File: config.mk
export PLATFORM = sky130hd
export DESIGN_NAME = obxl_unit
export DESIGN_NICKNAME = d
export VERILOG_FILES = /design/src/rtl/obxl_unit.sv
export SDC_FILE = /design/constraint.sdc
export NUM_CORES = 2
export LEC_CHECK = 0
export BUFFER_PORTS_ARGS = -buffer_cell sky130_fd_sc_hd__buf_2
export CORE_UTILIZATION = 30
export CTS_CLUSTER_SIZE = 20
export DETAILED_ROUTE_END_ITERATION = 10
export HOLD_SLACK_MARGIN = 0.1
export PLACE_DENSITY = 0.46
export SETUP_SLACK_MARGIN = 0.1
export SLEW_MARGIN = 20
export SYNTH_ARGS = -nofsm -noshare
export SYNTH_HDL_FRONTEND = slang
export SYNTH_SLANG_ARGS = --single-unit
File: constraint.sdc
create_clock -name clk -period 9.2 [get_ports clk]
set_input_delay 0.92 -clock clk [delete_from_list [all_inputs] [get_ports clk]]
set_output_delay 0.92 -clock clk [all_outputs]
set_load 0.01 [all_outputs]
File: src/rtl/obxl_unit.sv
module obxl_unit #(
  parameter int NUM_REGIONS = 8,
  parameter int NUM_OUT     = 6,
  parameter bit UNROLL      = 1'b0
) (
  input  logic        clk,
  input  logic        rst_n,
  input  logic        cfg_we,
  input  logic [11:0] cfg_addr,
  input  logic [31:0] cfg_wdata,
  output logic [31:0] cfg_rdata,
  input  logic        xl_in_valid,
  input  logic [63:0] xl_in_addr,
  output logic        xl_out_valid,
  output logic [63:0] xl_out_addr,
  output logic [4:0]  xl_out_kind,
  output logic        xl_out_miss
);
  localparam int          IW       = (NUM_REGIONS > 1) ? $clog2(NUM_REGIONS) : 1;
  localparam logic [11:0] IDX_ADDR = 12'h800;
  localparam logic [4:0]  OF_KIND  = 5'h00;
  localparam logic [4:0]  OF_EN    = 5'h04;
  localparam logic [4:0]  OF_BLO   = 5'h08;
  localparam logic [4:0]  OF_BHI   = 5'h0C;
  localparam logic [4:0]  OF_LIM   = 5'h10;
  localparam logic [4:0]  OF_TLO   = 5'h14;
  localparam logic [4:0]  OF_THI   = 5'h18;

  logic [IW-1:0]          idx_q;
  logic [31:0]            blo_q [NUM_REGIONS];
  logic [31:0]            bhi_q [NUM_REGIONS];
  logic [31:0]            lim_q [NUM_REGIONS];
  logic [31:0]            tlo_q [NUM_REGIONS];
  logic [31:0]            thi_q [NUM_REGIONS];
  logic [4:0]             kind_q[NUM_REGIONS];
  logic [NUM_REGIONS-1:0] en_q;

  logic [5:0] sel;
  logic       win;
  wire  [4:0] off = cfg_addr[4:0];

  if (UNROLL) begin : g_flat
    assign sel = cfg_addr[10:5];
    assign win = !cfg_addr[11] && (32'(cfg_addr[10:5]) < 32'(NUM_REGIONS));
  end else begin : g_indexed
    assign sel = 6'(idx_q);
    assign win = (cfg_addr[11:5] == 7'd0);
  end

  always_ff @(posedge clk) begin
    if (!rst_n) begin
      idx_q <= '0;
    end else if (!UNROLL && cfg_we && cfg_addr == IDX_ADDR) begin
      idx_q <= (cfg_wdata >= 32'(NUM_REGIONS)) ? IW'(NUM_REGIONS - 1) : cfg_wdata[IW-1:0];
    end
  end

  always_ff @(posedge clk) begin
    if (!rst_n) begin
      en_q <= '0;
      for (int r = 0; r < NUM_REGIONS; r++) begin
        blo_q[r]  <= '0;
        bhi_q[r]  <= '0;
        lim_q[r]  <= '0;
        tlo_q[r]  <= '0;
        thi_q[r]  <= '0;
        kind_q[r] <= '0;
      end
    end else begin
      for (int r = 0; r < NUM_REGIONS; r++) begin
        if (cfg_we && win && sel == 6'(r)) begin
          case (off)
            OF_KIND: kind_q[r] <= cfg_wdata[4:0];
            OF_EN:   en_q[r]   <= (r < NUM_OUT) && cfg_wdata[31];
            OF_BLO:  blo_q[r]  <= cfg_wdata;
            OF_BHI:  bhi_q[r]  <= cfg_wdata;
            OF_LIM:  lim_q[r]  <= cfg_wdata;
            OF_TLO:  if (r < NUM_OUT) tlo_q[r] <= cfg_wdata;
            OF_THI:  thi_q[r]  <= cfg_wdata;
            default: ;
          endcase
        end
      end
    end
  end

  logic [31:0] rd_d;
  always_comb begin
    rd_d = '0;
    if (cfg_addr == IDX_ADDR) begin
      rd_d = UNROLL ? 32'hFFFF_FFFF : 32'(idx_q);
    end else if (win) begin
      for (int r = 0; r < NUM_REGIONS; r++) begin
        if (sel == 6'(r)) begin
          case (off)
            OF_KIND: rd_d = {27'd0, kind_q[r]};
            OF_EN:   rd_d = {en_q[r], 31'd0};
            OF_BLO:  rd_d = blo_q[r];
            OF_BHI:  rd_d = bhi_q[r];
            OF_LIM:  rd_d = lim_q[r];
            OF_TLO:  rd_d = tlo_q[r];
            OF_THI:  rd_d = thi_q[r];
            default: rd_d = '0;
          endcase
        end
      end
    end
  end

  logic [63:0] nxt_addr;
  logic [4:0]  nxt_kind;
  logic        nxt_miss;
  always_comb begin
    nxt_addr = xl_in_addr;
    nxt_kind = '0;
    nxt_miss = 1'b1;
    for (int r = NUM_OUT - 1; r >= 0; r--) begin
      if (en_q[r] && xl_in_addr >= {bhi_q[r], blo_q[r]} && xl_in_addr <= {bhi_q[r], lim_q[r]}) begin
        nxt_addr = {thi_q[r], tlo_q[r]} + (xl_in_addr - {bhi_q[r], blo_q[r]});
        nxt_kind = kind_q[r];
        nxt_miss = 1'b0;
      end
    end
  end

  always_ff @(posedge clk) begin
    if (!rst_n) begin
      cfg_rdata    <= '0;
      xl_out_valid <= 1'b0;
      xl_out_addr  <= '0;
      xl_out_kind  <= '0;
      xl_out_miss  <= 1'b0;
    end else begin
      cfg_rdata    <= rd_d;
      xl_out_valid <= xl_in_valid;
      xl_out_addr  <= nxt_addr;
      xl_out_kind  <= nxt_kind;
      xl_out_miss  <= nxt_miss;
    end
  end
endmodule

==> summary.txt <==
Critical path
  – Worst path required time: ~10 ns
  – Crit path max fanout: 10
  – Critical Path Source Type: input pin
  – CP endpoint kind: flip-flop
  – CP Class: in2reg
  – Reg2reg start: lim_q[0][60]$_SDFFCE_PN0P_
  – WP data arrival: about 8.4 ns
  – Crit path launch: xl_in_addr[31]

CTS
  – Cts-stage hold buffer count: 0
  – H-tree depth: 4
  – Post-CTS sizing: 0
  – Clock buffer count from CTS: 183
  – Clock transition at the registers of the reported paths: around 0.060 ns
  – CTS tree: yes
  – CTS root buf: clkbuf_16
  – Post-CTS setup buffers: 0
  – Clk buf depth: 4
  – Clk sinks: 1368
  – Clk Latency, worst-skew pair: a little under 1 ns

Timing
  – Max Transition Viols Final: 0
  – Final setup viols: 0
  – Max Clock Freq: 0.131 GHz
  – Final worst setup slack: between 1.5 and 2 ns
  – Setup TNS: 0 ns
  – RSZ-0062 raised after global routing: no
  – Slew @ Worst Pin: around 1.4 ns
  – Min cycle time layout: 7.62 ns
  – Worst rel slew slack: between 6 and 7%
  – Crit share post-route: 82.8%
  – Skew final: about 0.085 ns
  – Hold Fails Final Rpt: 0

Place
  – HPWL after detailed placement: 576000 µm
  – GPL Wtd Cong: roughly 1.1
  – DP Worst Slack: 0.712 ns
  – I/O Buffers: between 200 and 250

Hold path
  – Worst Hold Class: in2reg
  – Worst min-delay path startpoint: xl_in_valid

Power and ir drop
  – Pwr dens: ~180 nW/µm²
  – Leak Pwr: ~50 nW
  – Comb pwr share: ~29%
  – Clk network pwr share: between 30% and 40%
  – Sw Pwr: just under 8 mW
  – Switching part of the total: 37.1%
  – Cell Int Power: about 13 mW
  – Sequential Power Share: around 34%
  – Maximum VDD drop: approximately 0.16 mV
  – Tot Pwr: about 21 mW

Die
  – Die footprint: 353000 µm²
  – Core ar.: between 300000 and 400000 µm²
  – Die width: 595 µm
  – Die Height: 595 µm
  – Rows: 217
  – Ports: 215
  – Starting Density: between 30% and 40%

Finish
  – Final nets: approximately 13000
  – Proportion of layout cells with a drive suffix above 1: 9.29%
  – Syn-to-layout area delta: 13.8%
  – Most frequent cells in the layout: 1884 x inv_1, 1379 x nor2_1, 1256 x edfxtp_1, 960 x ha_1, 828 x a21oi_1
  – Commonest non-fill, non-tap cell in the layout: inv_1
  – Filler Cells Inserted: roughly 36000

Drt
  – Pre-antenna DRT Iters: 9
  – DR WL/cell: approximately 43 µm
  – Total wire length: approximately 710000 µm
  – Antenna Nets Post-Route: 0
  – Vias per cell: 6.04
  – Vias: just under 100k
  – DRC Markers: 0
  – Initial drt markers: 14900

Logic synthesis
  – Predominant post-synthesis flop cell: edfxtp_1
  – Cell area after synthesis: between 100000 and 150000 µm²
  – Seq cells post-synth: approximately 1400
  – Post-Syn Instances: ~11000
  – Post-Syn Area per Cell: between 9 and 10 µm²
  – Post-synth EDFFs: around 1300
  – Syn Nets: between 10000 and 15000
  – Unique masters post-synth: 107
  – Ys Warns: 0
  – Ys async rst share: 0%
  – Sequential cell area fraction in the yosys report: between 30% and 40%

Global route
  – Grt total ovfl: 0
  – Global-route wire length before repair: around 920000 µm
  – Initial antenna violation count: 74
  – Vias in the first global route: approximately 97000
  – Largest net degree at the start of global routing: 86
  – GRT Resource Usage Total: between 30% and 40%

Outcome
  – Status: finished, final reports clean

Flow run
  – MaxCap Viol Count: 0
[critical path: stages]
cell and delay (ns):
buf_2 0.29, buf_4 0.44, ha_1 0.29, nand4_1 0.10, nor2_1 0.37, nand3_1 0.35
or2_2 0.53, a21oi_1 0.63, o41ai_2 0.31, and3_1 0.56, buf_4 0.41, nor2_2 0.62
buf_4 0.33, nand2_1 0.65, nor2_1 0.26, o21ai_0 0.30, o21ai_0 0.92
[layer usage]
layer	vias to the layer above	global-route usage [%]	wire length, µm
li1	40800	-	-
met3	1327	9.74	70600
met1	50900	48.7	277000
met5	-	0	55
met2	6258	61.2	314000
met4	8	23.7	52300
[power by group through the flow]
| stage | combinational [mW] | clock, mW | sequential (mW) |
|---|---|---|---|
| 2_1_floorplan | 3.24 | 0 | 7.28 |
| 3_3_place_gp | 5.97 | 0 | 7.38 |
| 3_5_place_dp | 5.93 | 0 | 7.39 |
| 4_1_cts | 5.96 | 7.76 | 7.26 |
| 5_1_grt | 6.35 | 7.95 | 7.28 |
| 6_report | 6.13 | 7.72 | 7.27 |
[state kept, by name, indices dropped and copies added, names as in the netlist]
name	cells
bhi_q	256
blo_q	256
lim_q	256
thi_q	256
tlo_q	192
xl_out_addr	64
kind_q	40
cfg_rdata	32
en_q	6
xl_out_kind	5
idx_q	3
xl_out_miss	1
xl_out_valid	1
[cell families after synthesis]
family | after synthesis | synth area share (%)
flops | 1368 | 37.9
simple gates | 2941 | 12.4
buf+inv | 2457 | 8.79
fa+ha+maj | 1338 | 18.6
xor+xnor | 357 | 2.97
compound gates | 2970 | 19.1
mux | 16 | 0.158
[Yosys cell counts, drive strengths merged (24+ instances only)]
cell	instances	share of area, %
inv	1888	6.7
nor2	1388	4.9
edfxtp	1256	36
ha	960	11
a21oi	830	4.0
nand2	645	2.3
clkbuf	494	1.8
o21ai	473	2.3
fa	378	7.2
a21o	341	2.4
xnor2	212	1.8
a22oi	200	1.4
nand4	197	1.2
nand3	180	0.86
xor2	145	1.2
a222oi	136	1.3
a221oi	134	1.1
nor3	127	0.62
a211oi	113	0.83
dfxtp	112	2.1
a31oi	111	0.69
buf	75	0.30
o211ai	73	0.53
nor4	71	0.43
o21a	66	0.47
o221ai	65	0.54
o21bai	61	0.43
nor2b	59	0.35
nand2b	56	0.33
and2	50	0.30
and3	50	0.30
a22o	45	0.37
o22ai	39	0.23
o31ai	35	0.26
a2111oi	25	0.21
or2	25	0.15
a211o	24	0.20
[final timing paths]
| path | to | slack (ns) | cells past startpoint |
|---|---|---|---|
| worst max register to register | xl_out_addr[38]$_SDFF_PN0_ | 1.71 | 16 |
| worst max-delay path | xl_out_addr[38]$_SDFF_PN0_ | 1.58 | 17 |
| worst min register to register | xl_out_kind[1]$_SDFF_PN0_ | 0.60 | 2 |
| worst min-delay path | xl_out_valid$_SDFF_PN0_ | 0.21 | 2 |
[cell type report]
| type | count | area, µm² | share of cell area (%) |
|---|---|---|---|
| diodes | 20 | 50.0 | 0.0418 |
| clock buffers | 228 | 4880 | 4.07 |
| clock inverters | 102 | 1290 | 1.08 |
| inverters | 1888 | 7090 | 5.91 |
| multi-input cells | 7622 | 56700 | 47.3 |
| flip-flops and latches | 1368 | 40000 | 33.3 |
| well taps | 4599 | 5750 | 4.80 |
| repair buffers | 597 | 4120 | 3.43 |
[metrics by stage]
stage          instances  area, µm²  util (%)  hold WS (ns)
5_1_grt            16400     120000      34.3         0.228
3_3_place_gp       16100     114000      32.5         0.571
4_1_cts            16400     120000      34.3         0.178
3_5_place_dp       16100     114000      32.5         0.573
6_report           16400     120000      34.3         0.209
2_1_floorplan      11400     105000         -         0.449
Power figures use the tool's default switching activity.
